## src/rtl/ps2_rx_pkg.sv

```systemverilog
package ps2_rx_pkg;
  localparam int DATA_BITS  = 8;
  localparam int TAIL_BITS  = 3;
  localparam int POS_START  = 0;
  localparam int POS_DFIRST = 1;
  localparam int POS_DLAST  = 8;
  localparam int POS_PARITY = 9;
  localparam int POS_STOP   = 10;
  typedef logic [DATA_BITS-1:0] rx_byte_t;
  typedef logic [TAIL_BITS-1:0] rx_tail_t;
endpackage

```

## src/rtl/ps2_edge_sync.sv

```systemverilog
module ps2_edge_sync #(
  parameter int SYNC_STAGES = 2
) (
  input  logic clk,
  input  logic rst_n,
  input  logic raw_clk_i,
  input  logic raw_dat_i,
  output logic fall_o,
  output logic dat_o
);
  localparam int LAST = SYNC_STAGES - 1;

  logic [SYNC_STAGES-1:0] csr_q;
  logic [SYNC_STAGES-1:0] dsr_q;
  logic                   prev_q;

  always_ff @(posedge clk or negedge rst_n) begin
    if (!rst_n) begin
      csr_q[0] <= 1'b1;
      dsr_q[0] <= 1'b1;
    end else begin
      csr_q[0] <= raw_clk_i;
      dsr_q[0] <= raw_dat_i;
    end
  end

  for (genvar i = 1; i < SYNC_STAGES; i++) begin : g_stage
    always_ff @(posedge clk or negedge rst_n) begin
      if (!rst_n) begin
        csr_q[i] <= 1'b1;
        dsr_q[i] <= 1'b1;
      end else begin
        csr_q[i] <= csr_q[i-1];
        dsr_q[i] <= dsr_q[i-1];
      end
    end
  end

  always_ff @(posedge clk or negedge rst_n) begin
    if (!rst_n) prev_q <= 1'b1;
    else        prev_q <= csr_q[LAST];
  end

  assign fall_o = prev_q & ~csr_q[LAST];
  assign dat_o  = dsr_q[LAST];


  single_fall_chk: assert property (@(posedge clk) disable iff (!rst_n)
    fall_o |=> !fall_o);
endmodule

```

## src/rtl/ps2_pulse_cnt.sv

```systemverilog
module ps2_pulse_cnt #(
  parameter int CNT_W       = 4,
  parameter int TIMEOUT_CYC = 4000
) (
  input  logic             clk,
  input  logic             rst_n,
  input  logic             fall_i,
  input  logic             hold_i,
  input  logic [CNT_W-1:0] target_i,
  output logic [CNT_W-1:0] idx_o,
  output logic             done_o
);
  localparam int TW = $clog2(TIMEOUT_CYC + 1);

  logic [CNT_W-1:0] idx_q, idx_d;
  logic [TW-1:0]    idle_q, idle_d;
  logic             stall;

  assign stall = (idle_q == TW'(TIMEOUT_CYC));

  always_comb begin
    idx_d  = idx_q;
    idle_d = idle_q;
    done_o = 1'b0;
    if (hold_i) begin
      idx_d  = '0;
      idle_d = '0;
    end else if (fall_i) begin
      idle_d = '0;
      if (idx_q == target_i - CNT_W'(1)) begin
        idx_d  = '0;
        done_o = 1'b1;
      end else begin
        idx_d = idx_q + CNT_W'(1);
      end
    end else if (idx_q != '0) begin
      if (stall) begin
        idx_d  = '0;
        idle_d = '0;
      end else begin
        idle_d = idle_q + TW'(1);
      end
    end else begin
      idle_d = '0;
    end
  end

  always_ff @(posedge clk or negedge rst_n) begin
    if (!rst_n) begin
      idx_q  <= '0;
      idle_q <= '0;
    end else begin
      idx_q  <= idx_d;
      idle_q <= idle_d;
    end
  end

  assign idx_o = idx_q;


  hold_clear_chk: assert property (@(posedge clk) disable iff (!rst_n)
    hold_i |=> (idx_q == '0));

  idle_bound_chk: assert property (@(posedge clk) disable iff (!rst_n)
    (idle_q <= TW'(TIMEOUT_CYC)));
endmodule

```

## src/rtl/ps2_shift_unit.sv

```systemverilog
module ps2_shift_unit
  import ps2_rx_pkg::*;
#(
  parameter int CNT_W = 4
) (
  input  logic             clk,
  input  logic             rst_n,
  input  logic             fall_i,
  input  logic             dat_i,
  input  logic [CNT_W-1:0] idx_i,
  input  logic             tail_en_i,
  output rx_byte_t         sh_o,
  output rx_tail_t         tail_o
);
  rx_byte_t sh_q, sh_d;
  rx_tail_t tail_q, tail_d;
  logic     shift_en;

  assign shift_en = fall_i && (idx_i >= CNT_W'(POS_DFIRST)) &&
                    (idx_i <= CNT_W'(POS_DLAST));

  always_comb begin
    sh_d   = sh_q;
    tail_d = tail_q;
    if (shift_en) sh_d = {dat_i, sh_q[DATA_BITS-1:1]};
    if (fall_i) begin
      if (idx_i == CNT_W'(POS_START))
        tail_d = {2'b00, tail_en_i & dat_i};
      else if (tail_en_i && idx_i == CNT_W'(POS_PARITY))
        tail_d[1] = dat_i;
      else if (tail_en_i && idx_i == CNT_W'(POS_STOP))
        tail_d[2] = dat_i;
    end
  end

  always_ff @(posedge clk or negedge rst_n) begin
    if (!rst_n) begin
      sh_q   <= '0;
      tail_q <= '0;
    end else begin
      sh_q   <= sh_d;
      tail_q <= tail_d;
    end
  end

  assign sh_o   = sh_q;
  assign tail_o = tail_q;


  shift_in_chk: assert property (@(posedge clk) disable iff (!rst_n)
    shift_en |=> (sh_q[DATA_BITS-1] == $past(dat_i)));
endmodule

```

## src/rtl/ps2_frame_rx.sv

```systemverilog
module ps2_frame_rx
  import ps2_rx_pkg::*;
#(
  parameter int SYNC_STAGES = 2,
  parameter int CNT_W       = 4,
  parameter int TIMEOUT_CYC = 4000
) (
  input  logic             clk,
  input  logic             rst_n,
  input  logic             kbd_clk_i,
  input  logic             kbd_dat_i,
  input  logic [CNT_W-1:0] frame_pulses_i,
  input  logic             tail_en_i,
  input  logic             hold_i,
  input  logic             ack_i,
  output logic             kbd_clk_pull_o,
  output logic             irq_o,
  output logic [7:0]       rx_byte_o,
  output logic [2:0]       rx_tail_o
);
  logic             fall, sdat, done, done_q;
  logic [CNT_W-1:0] idx;
  rx_byte_t         sh, byte_q, byte_d;
  rx_tail_t         tail, tail_q, tail_d;
  logic             irq_q, irq_d, pull_q;

  ps2_edge_sync #(.SYNC_STAGES(SYNC_STAGES)) u_sync (
    .clk(clk), .rst_n(rst_n), .raw_clk_i(kbd_clk_i), .raw_dat_i(kbd_dat_i),
    .fall_o(fall), .dat_o(sdat));

  ps2_pulse_cnt #(.CNT_W(CNT_W), .TIMEOUT_CYC(TIMEOUT_CYC)) u_cnt (
    .clk(clk), .rst_n(rst_n), .fall_i(fall), .hold_i(hold_i),
    .target_i(frame_pulses_i), .idx_o(idx), .done_o(done));

  ps2_shift_unit #(.CNT_W(CNT_W)) u_shift (
    .clk(clk), .rst_n(rst_n), .fall_i(fall), .dat_i(sdat), .idx_i(idx),
    .tail_en_i(tail_en_i), .sh_o(sh), .tail_o(tail));

  always_comb begin
    irq_d  = irq_q;
    byte_d = byte_q;
    tail_d = tail_q;
    if (ack_i) irq_d = 1'b0;
    if (done_q && (!irq_q || ack_i)) begin
      irq_d  = 1'b1;
      byte_d = sh;
      tail_d = tail;
    end
  end

  always_ff @(posedge clk or negedge rst_n) begin
    if (!rst_n) begin
      done_q <= 1'b0;
      irq_q  <= 1'b0;
      byte_q <= '0;
      tail_q <= '0;
      pull_q <= 1'b0;
    end else begin
      done_q <= done;
      irq_q  <= irq_d;
      byte_q <= byte_d;
      tail_q <= tail_d;
      pull_q <= hold_i;
    end
  end

  assign irq_o          = irq_q;
  assign rx_byte_o      = byte_q;
  assign rx_tail_o      = tail_q;
  assign kbd_clk_pull_o = pull_q;


  irq_hold_chk: assert property (@(posedge clk) disable iff (!rst_n)
    (irq_q && !ack_i) |=> (irq_q && $stable(byte_q)));

  irq_ack_chk: assert property (@(posedge clk) disable iff (!rst_n)
    (ack_i && !done_q) |=> !irq_q);

  irq_cause_chk: assert property (@(posedge clk) disable iff (!rst_n)
    $rose(irq_q) |-> $past(done_q));
endmodule

```

## config.mk

```make
export PLATFORM = sky130hd
export DESIGN_NAME = ps2_frame_rx
export DESIGN_NICKNAME = d
export VERILOG_FILES = /design/src/rtl/ps2_rx_pkg.sv /design/src/rtl/ps2_edge_sync.sv /design/src/rtl/ps2_pulse_cnt.sv /design/src/rtl/ps2_shift_unit.sv /design/src/rtl/ps2_frame_rx.sv
export SDC_FILE = /design/constraint.sdc
export NUM_CORES = 1
export LEC_CHECK = 0
export BUFFER_PORTS_ARGS = -buffer_cell sky130_fd_sc_hd__buf_4
export CELL_PAD_IN_SITES_DETAIL_PLACEMENT = 1
export CELL_PAD_IN_SITES_GLOBAL_PLACEMENT = 1
export CORE_UTILIZATION = 45
export CTS_CLUSTER_DIAMETER = 200
export DETAILED_ROUTE_END_ITERATION = 8
export PLACE_DENSITY = 0.76
export REMOVE_ABC_BUFFERS = 1
export SLEW_MARGIN = 20
export SYNTH_ARGS = -nofsm -noshare
export SYNTH_HDL_FRONTEND = slang
export SYNTH_SLANG_ARGS = --single-unit
export TNS_END_PERCENT = 1
```

## constraint.sdc

```tcl
create_clock -name clk -period 2.1 [get_ports clk]
set_input_delay 0.21 -clock clk [delete_from_list [all_inputs] [get_ports clk]]
set_output_delay 0.21 -clock clk [all_outputs]
set_load 0.1 [all_outputs]
```

==> impl_metrics.py, run 1 <==
metrics = {
    "outcome": {
        "status": "completed",
    },
    "layout": {
        "fin_nets": 228,
        "drive_above_1_share_pct": 28.0,
        "final_cell_mix": "dfrtp_1, buf_4, mux2_2",
        "diodes": 0,
        "finish.utilization_pct": 55.1,
        "area_growth_pct": 16.8,
        "final_common_cell": "dfrtp_1",
    },
    "hold_path": {
        "hold_depth": 1,
        "hp-class": "in2reg",
        "min_to": "kbd_clk_pull_o",
        "hold_start": "hold_i",
    },
    "clocking": {
        "cts_tree": "built",
        "cts.path.max_buffers": 2,
        "worst_skew_pair.late_latency_ns": 0.31,
        "clk_pin_slew_ns": 0.09,
        "htreeDepth": 2,
        "cts_sinks": 46,
        "cts_made_buffers": 5,
        "postCtsSetupBuffers": 0,
        "cts_resized": 0,
        "root_buffer": "clkbuf_8",
    },
    "yosys": {
        "ys_warn_count": 0,
        "synth_area_um2": 2080,
        "synth_ff_type": "dfrtp_1",
        "ys_ff_latch": 46,
        "yosysSeqAreaShare_pct": 55.6,
        "ys_types": 37,
        "ys_async_sr_fraction_pct": 100,
        "synth_cells": 179,
        "synth_edf_count": 0,
        "syn_avg_cell_area_um2": 11.6,
    },
    "critical_path": {
        "crit_path_start_kind": "register",
        "critPathMaxFanout": 12,
        "r2r_slack_ns": 0.19,
        "slowest_delay_ns": 0.52,
        "crit_buf_inv": 0,
        "r2r-end": "u_cnt.idle_q[4]",
        "ff2ff_path_depth": 4,
        "critical-path-top-delay-family": "simple AND/OR/NAND/NOR gates",
        "path_depth": 4,
        "critPathKind": "reg2reg",
        "cp.arrival_ns": 2.10,
        "critPathRequiredTime_ns": 2.29,
        "worst_path_max_delay_cell": "or4b_1",
        "worst_setup_path_end_kind": "register",
        "r2r-start": "u_cnt.idle_q[4]",
        "worstPathCellList": "or4b_1 > or4_4 > nand3_2 > nor2_1",
    },
    "sta": {
        "worstMarginPinSlew_ns": 0.570,
        "slew_headroom_pct": 62.0,
        "finalSetupTns_ns": 0,
        "hold_viol": 0,
        "finalCritPeriodShare_pct": 90.8,
        "final_max_slew_viol_count": 0,
        "rsz0062_at_grt": "false",
        "fin_crit_ns": 1.91,
        "finalClockSkew_ns": 0.0122,
        "finalSetupViolations": 0,
        "fmax_mhz": 525,
    },
    "pwr": {
        "total_power_mw": 1.95,
        "power_density_nw_per_um2": 801,
        "vdd_drop_max_uv": 312,
        "p_leak_nw": 1.11,
    },
    "drt": {
        "routed_wl_um": 4260,
        "dr.pass1.iters": 4,
        "via_per_inst": 5.46,
        "drc": 0,
        "drt_iter0_drc": 71,
        "dr_total_vias": 1436,
        "detail-route-antenna-nets": 0,
        "wl_per_cell_um": 16.2,
    },
    "floorplan": {
        "std_cell_rows": 24,
        "coreArea_um2": 4410,
        "die-area_um2": 4900,
        "start_util_pct": 47.2,
        "die-height_um": 70.0,
        "pin_count": 24,
        "die_w_um": 70.0,
    },
    "placement": {
        "gp_congestion": 0.817,
        "io_buffers": 23,
        "dp_hpwl_um": 3140,
    },
    "grt": {
        "grt_pass1_wl_um": 7310,
        "grt_overflow": 0,
        "grt_max_degree": 47,
        "grt_usage_pct": 19.5,
        "antenna_found_initial": 0,
        "grt_pass1_vias": 1532,
    },
    "flow_run": {
        "drv_cap": 0,
    },
}
sequential cells by signal (all words and copies together), names as in the netlist:
register,count
u_shift.tail_o,3
u_sync.dsr_q,1
u_sync.prev_q,1
kbd_clk_pull_o,1
u_cnt.idx_o,4
u_sync.dat_o,1
done_q,1
irq_o,1
u_shift.sh_o,8
rx_byte_o,8
rx_tail_o,3
u_sync.csr_q,2
u_cnt.idle_q,12
Yosys cell counts (3+ instances only):
master / count / area, um^2
dfstp_2: 5 / 131
xor2_1: 5 / 43.8
inv_1: 12 / 45.0
o22ai_1: 3 / 18.8
a21oi_1: 3 / 15.0
nor4_1: 3 / 18.8
nand4_1: 3 / 18.8
xnor2_1: 8 / 70.1
o21ai_0: 6 / 30.0
nor3_1: 5 / 25.0
dfrtp_1: 41 / 1030
nand2b_1: 6 / 37.5
ha_1: 7 / 87.6
mux2_2: 17 / 191
nand2_1: 10 / 37.5
nor2_1: 14 / 52.6
nand3_1: 9 / 45.0
o211ai_1: 3 / 22.5
power breakdown:
part | switching (mW) | total [mW] | leakage (nW) | internal, mW
Clock | 0.323 | 0.564 | 0.0447 | 0.240
Sequential | 0.0580 | 1.03 | 0.612 | 0.973
Combinational | 0.231 | 0.353 | 0.450 | 0.122
Total | 0.613 | 1.95 | 1.11 | 1.34
cells by family after synthesis:
logic type | after synthesis | synth area share, %
simple gates | 61 | 15.6
flops | 46 | 55.6
compound gates | 18 | 5.35
mux | 18 | 9.68
buf+inv | 15 | 3.06
xor+xnor | 14 | 6.55
fa+ha+maj | 7 | 4.21
worst max path at each step:
| stage | from | to |
|---|---|---|
| global placement | u_cnt.idle_q[6] | u_cnt.idx_o[1] |
| floorplan | irq_o | rx_byte_o[0] |
| global route | u_cnt.idle_q[4] | u_cnt.idx_o[1] |
| finish | u_cnt.idle_q[4] | u_cnt.idle_q[4] |
| detailed placement | u_cnt.idle_q[4] | u_cnt.idle_q[4] |
| CTS | u_cnt.idle_q[4] | u_cnt.idle_q[4] |
final cells by class:
type | instances | area, um^2
Tap cell | 52 | 65.1
Sequential cell | 46 | 1160
Timing Repair Buffer | 27 | 210
Clock inverter | 3 | 25.0
Inverter | 12 | 45.0
Multi-Input combinational cell | 118 | 861
Fill cell | 467 | 1980
Clock buffer | 5 | 68.8
layer usage:
layer | up-vias | part of all wire, % | track usage (%)
met3 | 10 | 3.7 | 5.19
met5 | - | 0 | 0
met1 | 727 | 42 | 23.6
met4 | 0 | 2.4 | 8.44
li1 | 674 | - | -
met2 | 25 | 52 | 32.8
through the flow:
step | area (um^2) | std cells | hold WS [ns] | worst slack (ns)
global placement | 2310 | 252 | 0.233 | 0.252
global route | 2430 | 263 | 0.0222 | 0.0942
finish | 2430 | 263 | 0.0319 | 0.194
floorplan | 2060 | 176 | -0.0856 | 0.239
CTS | 2430 | 263 | 0.0219 | 0.179
detailed placement | 2310 | 252 | 0.248 | 0.192
timing repair:
item	CTS	global route
hold buffers	3	0
endpoints found under the hold margin	43	0
endpoints found under the setup margin	0	0
worst reg2reg max path: cells and delay by family, from the launching register on:
kind	cells	cell delay, ns
simple gates	4	1.36
flops	1	0.44
Power figures use the tool's default switching activity.
==> run 2: changes to the inputs <==
--- a/config.mk
+++ b/config.mk
@@ -5,13 +5,14 @@
 export SDC_FILE = /design/constraint.sdc
 export NUM_CORES = 1
 export LEC_CHECK = 0
+export ABC_AREA = 1
 export BUFFER_PORTS_ARGS = -buffer_cell sky130_fd_sc_hd__buf_4
 export CELL_PAD_IN_SITES_DETAIL_PLACEMENT = 1
 export CELL_PAD_IN_SITES_GLOBAL_PLACEMENT = 1
-export CORE_UTILIZATION = 45
+export CORE_UTILIZATION = 44
 export CTS_CLUSTER_DIAMETER = 200
 export DETAILED_ROUTE_END_ITERATION = 8
-export PLACE_DENSITY = 0.76
+export PLACE_DENSITY = 0.77
 export REMOVE_ABC_BUFFERS = 1
 export SLEW_MARGIN = 20
 export SYNTH_ARGS = -nofsm -noshare
==> run 2 against run 1 <==
First-iteration DRC count fell by 17%. Fmax rose by 10%. Non-clock buffer count fell by 1. Worst hold slack got worse by 0.0051 ns. Synthesized area rose by 7.0%. Sequential share of layout area fell by 2.5 points. Synthesized cell count rose by 34%. Die area rose by 9.2%. Via count rose by 14%. Largest power group unchanged.
==> impl_metrics.py, run 2 <==
metrics = {
    "drt": {
        "routed_wl_um": 4390,
        "wl_per_cell_um": 13.0,
        "drt_iter0_drc": 59,
        "dr_total_vias": 1640,
        "detail-route-antenna-nets": 0,
        "dr.pass1.iters": 4,
        "drc": 0,
        "via_per_inst": 4.85,
    },
    "yosys": {
        "synth_edf_count": 0,
        "synth-adder-area-share_pct": 3.93,
        "synth_ff_type": "dfrtp_1",
        "yosysSeqAreaShare_pct": 51.9,
        "synth_top_cell_by_area": "dfrtp_1",
        "synth_cells": 240,
        "ys_top_cells_by_count": "nand2_1, dfrtp_1, inv_1",
        "synth_compound_gate_area_share_pct": 8.53,
        "synth_top_area_share_pct": 46.0,
        "ys_types": 32,
        "synth_top_family_by_area": "simple AND/OR/NAND/NOR gates",
        "synthMostInstantiatedCell": "nand2_1",
        "synth-simple-area-share_pct": 23.9,
        "ys_warn_count": 0,
        "ys_ff_latch": 46,
        "synth_area_leaders": "dfrtp_1, nand2_1, inv_1, dfstp_2, ha_1",
        "synth_area_um2": 2230,
        "synth_xor_area_share_pct": 2.75,
        "syn_avg_cell_area_um2": 9.28,
        "synth_mux_area_share_pct": 1.01,
        "ys_async_sr_fraction_pct": 100,
    },
    "sta": {
        "finalClockSkew_ns": 0.0107,
        "fin_crit_ns": 1.73,
        "rsz0062_at_grt": "false",
        "finalCritPeriodShare_pct": 82.3,
        "hold_viol": 0,
        "finalSetupViolations": 0,
        "worstMarginPinSlew_ns": 0.572,
        "fmax_mhz": 579,
        "final_max_slew_viol_count": 0,
        "slew_headroom_pct": 61.8,
        "timing.hold.ws_ns": 0.0268,
        "finalSetupTns_ns": 0,
    },
    "floorplan": {
        "pin_count": 24,
        "std_cell_rows": 25,
        "die-area_um2": 5350,
        "coreArea_um2": 4790,
        "start_util_pct": 46.6,
        "die-height_um": 73.2,
        "die_w_um": 73.2,
    },
    "critical_path": {
        "critPathKind": "reg2reg",
        "critPathRequiredTime_ns": 2.32,
        "critPathMaxFanout": 16,
        "crit_path_start_kind": "register",
        "ff2ff_path_depth": 6,
        "cp.arrival_ns": 1.95,
        "worst_setup_path_end_kind": "register",
    },
    "grt": {
        "grt_use_met3_pct": 4.70,
        "antenna_found_initial": 0,
        "grt.busiest_layer": "met2",
        "grt_max_degree": 47,
        "grt_usage_pct": 19.1,
        "grt_overflow": 0,
        "grt_use_met1_pct": 23.4,
        "grt_pass1_vias": 1752,
        "use_met2_pct": 33.6,
        "grt_pass1_wl_um": 7840,
    },
    "placement": {
        "place_inst": 328,
        "io_buffers": 23,
        "dp_hpwl_um": 3330,
        "gp_congestion": 0.830,
    },
    "clocking": {
        "root_buffer": "clkbuf_8",
        "postCtsSetupBuffers": 0,
        "htreeDepth": 2,
        "cts_resized": 0,
        "cts.path.max_buffers": 2,
        "cts_made_buffers": 5,
        "cts_sinks": 46,
        "clk_pin_slew_ns": 0.08,
        "cts_tree": "built",
        "cts_hold_buffers": 1,
        "worst_skew_pair.late_latency_ns": 0.29,
    },
    "layout": {
        "diodes": 0,
        "area_growth_pct": 15.3,
        "final_common_cell": "nand2_1",
        "largest-register": "u_cnt.idle_q",
        "fillers": 570,
        "stdcell_count": 338,
        "drive_above_1_share_pct": 24.4,
        "final_cell_mix": "nand2_1, dfrtp_1, inv_1",
        "finish.utilization_pct": 53.7,
        "largest_register_ffs": 12,
        "fin_nets": 288,
    },
    "hold_path": {
        "hp-class": "in2reg",
        "hold_depth": 1,
    },
    "pwr": {
        "power.switching_mw": 0.577,
        "comb_power_share_pct": 18.2,
        "p_seq_share_pct": 53.4,
        "pwr-share-clk_pct": 28.4,
        "swShare_pct": 30.9,
        "vdd_drop_max_uv": 372,
        "power_density_nw_per_um2": 727,
        "p_leak_nw": 1.29,
        "p_int_mw": 1.29,
    },
    "outcome": {
        "status": "completed",
    },
    "flow_run": {
        "drv_cap": 0,
    },
}
==> run 2: path summary, 6_finish.rpt <==
path	slack, ns	to	startpoint
max in group asynchronous	1.24	u_sync.dsr_q[0]	rst_n
worst max-delay path	0.37	u_shift.sh_o[0]	u_cnt.idx_o[0]
worst min register to register	0.36	u_sync.dat_o	u_sync.dsr_q[0]
min in group asynchronous	0.46	rx_tail_o[0]	rst_n
worst max register to register	0.37	u_shift.sh_o[0]	u_cnt.idx_o[0]
worst min-delay path	0.03	u_sync.dsr_q[0]	kbd_dat_i
==> run 2: per-stage QoR <==
step                power, mW  instance area (um^2)  setup WS (ns)
floorplan                1.26                  2200          0.186
global placement         1.34                  2460          0.484
detailed placement       1.36                  2460          0.367
CTS                      1.89                  2560          0.345
global route             1.96                  2570          0.220
finish                   1.87                  2570          0.373
==> run 2: cell type report <==
type | instances | area [um^2] | share of cell area [%]
Tap cell | 67 | 83.8 | 3.26
Timing Repair Buffer | 26 | 200 | 7.79
Clock inverter | 2 | 13.8 | 0.536
Clock buffer | 6 | 72.6 | 2.82
Inverter | 39 | 149 | 5.79
Multi-Input combinational cell | 152 | 893 | 34.8
Sequential cell | 46 | 1160 | 45.0
==> run 2: power groups by stage <==
| stage | combinational (mW) | sequential (mW) | clock [mW] |
|---|---|---|---|
| floorplan | 0.160 | 1.10 | 0 |
| global placement | 0.332 | 1.01 | 0 |
| detailed placement | 0.345 | 1.02 | 0 |
| CTS | 0.347 | 0.999 | 0.545 |
| global route | 0.377 | 1.01 | 0.578 |
| finish | 0.340 | 0.998 | 0.530 |
==> run 2: logic make-up (layout without fill, tap and decap cells) <==
group | after synthesis | after routing
simple gates | 108 | 108
compound gates | 28 | 28
flops | 46 | 46
buf+inv | 42 | 73
mux | 2 | 2
xor+xnor | 7 | 7
fa+ha+maj | 7 | 7
==> run 2: per-layer routing <==
layer	part of all wire (%)	vias up	wire [um]
met5	0	-	0
met4	0.82	0	36
met3	2.1	5	94
met2	53	19	2300
met1	44	804	1950
li1	-	812	-
==> run 2: critical path, stage by stage, from the launching register on <==
cell     delay, ns
dfrtp_1       0.45
inv_1         0.16
ha_1          0.24
nand3_4       0.13
o21ai_4       0.46
nand2_1       0.14
o21ai_2       0.08
==> run 3: changes to the inputs <==
==> constraint.sdc (replaced) <==
create_clock -name clk -period 1.8 [get_ports clk]
set_input_delay 0.18 -clock clk [delete_from_list [all_inputs] [get_ports clk]]
set_output_delay 0.18 -clock clk [all_outputs]
set_load 0.1 [all_outputs]
==> run 3 against run 2 <==
Register-to-register slack worse by 0.19 ns. Cell count is 0.89% higher. Clock-buffer cell count is 1 higher. Power is 24% higher. Largest cell class unchanged. Die area stayed put. Clock skew is 0.0053 ns lower.
==> impl_metrics.py, run 3 (synthesized netlist as in run 2, its figures left out) <==
metrics = {
    "sta": {
        "finalSetupViolations": 0,
        "finalCritPeriodShare_pct": 90.1,
        "worstMarginPinSlew_ns": 0.559,
        "fin_ws_ns": 0.178,
        "timing.hold.ws_ns": 0.0231,
        "fin_crit_ns": 1.62,
        "finalClockSkew_ns": 0.00539,
        "hold_viol": 0,
        "rsz0062_at_grt": "false",
        "fmax_mhz": 617,
        "final_max_slew_viol_count": 0,
        "slew_headroom_pct": 62.8,
    },
    "pwr": {
        "p_int_mw": 1.65,
        "p_seq_share_pct": 50.3,
        "power_density_nw_per_um2": 879,
        "p_leak_nw": 1.31,
        "vdd_drop_max_uv": 457,
        "swShare_pct": 28.4,
        "power.switching_mw": 0.655,
        "total_power_mw": 2.31,
        "comb_power_share_pct": 17.6,
        "pwr-share-clk_pct": 32.1,
    },
    "hold_path": {
        "hp-class": "in2reg",
    },
    "clocking": {
        "worst_skew_pair.late_latency_ns": 0.29,
        "cts_sinks": 46,
        "cts_tree": "built",
        "htreeDepth": 2,
        "clk_pin_slew_ns": 0.08,
        "cts_made_buffers": 5,
        "root_buffer": "clkbuf_8",
        "cts.path.max_buffers": 2,
    },
    "floorplan": {
        "pin_count": 24,
        "start_util_pct": 46.6,
        "coreArea_um2": 4790,
        "std_cell_rows": 25,
        "die-height_um": 73.2,
        "die-area_um2": 5350,
        "die_w_um": 73.2,
    },
    "critical_path": {
        "crit_buf_inv": 3,
        "cp.arrival_ns": 1.85,
        "critical-path-top-delay-family": "flip-flops",
        "worst_setup_path_end_kind": "register",
        "slowest_delay_ns": 0.45,
        "critPathKind": "reg2reg",
        "crit_path_start_kind": "register",
        "critPathRequiredTime_ns": 2.03,
        "worstPathCellList": "inv_1 > ha_1 > nand2_1 > a21oi_2 > o21ai_4 > buf_12 > buf_4 > o21ai_2",
        "critPathMaxFanout": 16,
        "worst_path_max_delay_cell": "dfrtp_1",
    },
    "layout": {
        "fin_area_um2": 2630,
        "fin_nets": 291,
        "final_cell_mix": "nand2_1, dfrtp_1, inv_1",
        "largest_register_ffs": 12,
        "final_common_cell": "nand2_1",
        "largest-register": "u_cnt.idle_q",
        "drive_above_1_share_pct": 24.5,
        "diodes": 0,
        "area_growth_pct": 17.9,
    },
    "grt": {
        "grt_pass1_wl_um": 7470,
        "antenna_found_initial": 0,
        "grt_max_degree": 47,
        "grt_pass1_vias": 1647,
        "grt_usage_pct": 18.5,
        "grt_overflow": 0,
    },
    "outcome": {
        "status": "completed",
    },
    "drt": {
        "dr.pass1.iters": 4,
        "via_per_inst": 4.80,
        "drt_iter0_drc": 94,
        "dr_total_vias": 1636,
        "detail-route-antenna-nets": 0,
        "routed_wl_um": 4240,
        "drc": 0,
        "wl_per_cell_um": 12.4,
    },
    "placement": {
        "gp_congestion": 0.798,
        "dp_hpwl_um": 3180,
        "place_ws_ns": 0.0987,
        "io_buffers": 23,
        "dpl_cell_area_um2": 2460,
    },
    "flow_run": {
        "drv_cap": 0,
    },
}
==> run 3: stage by stage <==
stage               instances  util (%)  setup TNS (ns)
floorplan                 237         -          -0.227
global placement          328      51.5               0
detailed placement        328      51.5               0
CTS                       339      54.3               0
global route              341      54.9               0
finish                    341      54.9               0
==> run 3: worst register-to-register path, stage by stage, from the launching register on <==
cell	delay [ns]
dfrtp_1	0.45
inv_1	0.14
ha_1	0.23
nand2_1	0.09
a21oi_2	0.18
o21ai_4	0.08
buf_12	0.15
buf_4	0.14
o21ai_2	0.09
==> run 3: timing repair <==
action	in CTS	in global routing
gates resized for setup	0	0
hold buffers	3	0
endpoints found under the setup margin	0	8
buffers inserted	0	2
hold endpoints to repair	43	0
==> run 3: metal layers <==
| metal | up-vias | global-route usage (%) | part of all wire, % |
|---|---|---|---|
| met3 | 6 | 4.14 | 2.6 |
| li1 | 820 | - | - |
| met2 | 21 | 31.4 | 49 |
| met4 | 0 | 5.88 | 1.3 |
| met1 | 789 | 23.2 | 47 |
| met5 | - | 0 | 0 |
==> run 3: worst paths after layout <==
| kind | slack, ns | startpoint | cells after the start | endpoint |
|---|---|---|---|---|
| hold / removal | 0.02 | hold_i | 1 | kbd_clk_pull_o |
| min in group asynchronous | 0.42 | rst_n | 2 | rx_tail_o[2] |
| hold reg to reg | 0.36 | u_sync.dsr_q[0] | 0 | u_sync.dat_o |
| max in group asynchronous | 0.99 | rst_n | 2 | u_sync.dsr_q[0] |
| setup / recovery | 0.18 | u_cnt.idx_o[0] | 8 | u_shift.sh_o[5] |
| setup reg to reg | 0.18 | u_cnt.idx_o[0] | 8 | u_shift.sh_o[5] |
==> run 3: final cells by class <==
| cell class | instances | area, um^2 |
|---|---|---|
| clock inverter | 1 | 30.0 |
| inverter | 39 | 149 |
| timing repair buffer | 29 | 238 |
| clock buffer | 7 | 76.3 |
| fill | 572 | 2160 |
| tap | 67 | 83.8 |
| multi-input combinational | 152 | 893 |
| sequential | 46 | 1160 |
==> run 3: power by group through the flow <==
stage / sequential, mW / combinational [mW] / clock (mW)
2_1_floorplan: 1.28 / 0.187 / 0
3_3_place_gp: 1.18 / 0.389 / 0
3_5_place_dp: 1.18 / 0.401 / 0
4_1_cts: 1.16 / 0.407 / 0.772
5_1_grt: 1.18 / 0.451 / 0.809
6_report: 1.16 / 0.406 / 0.742
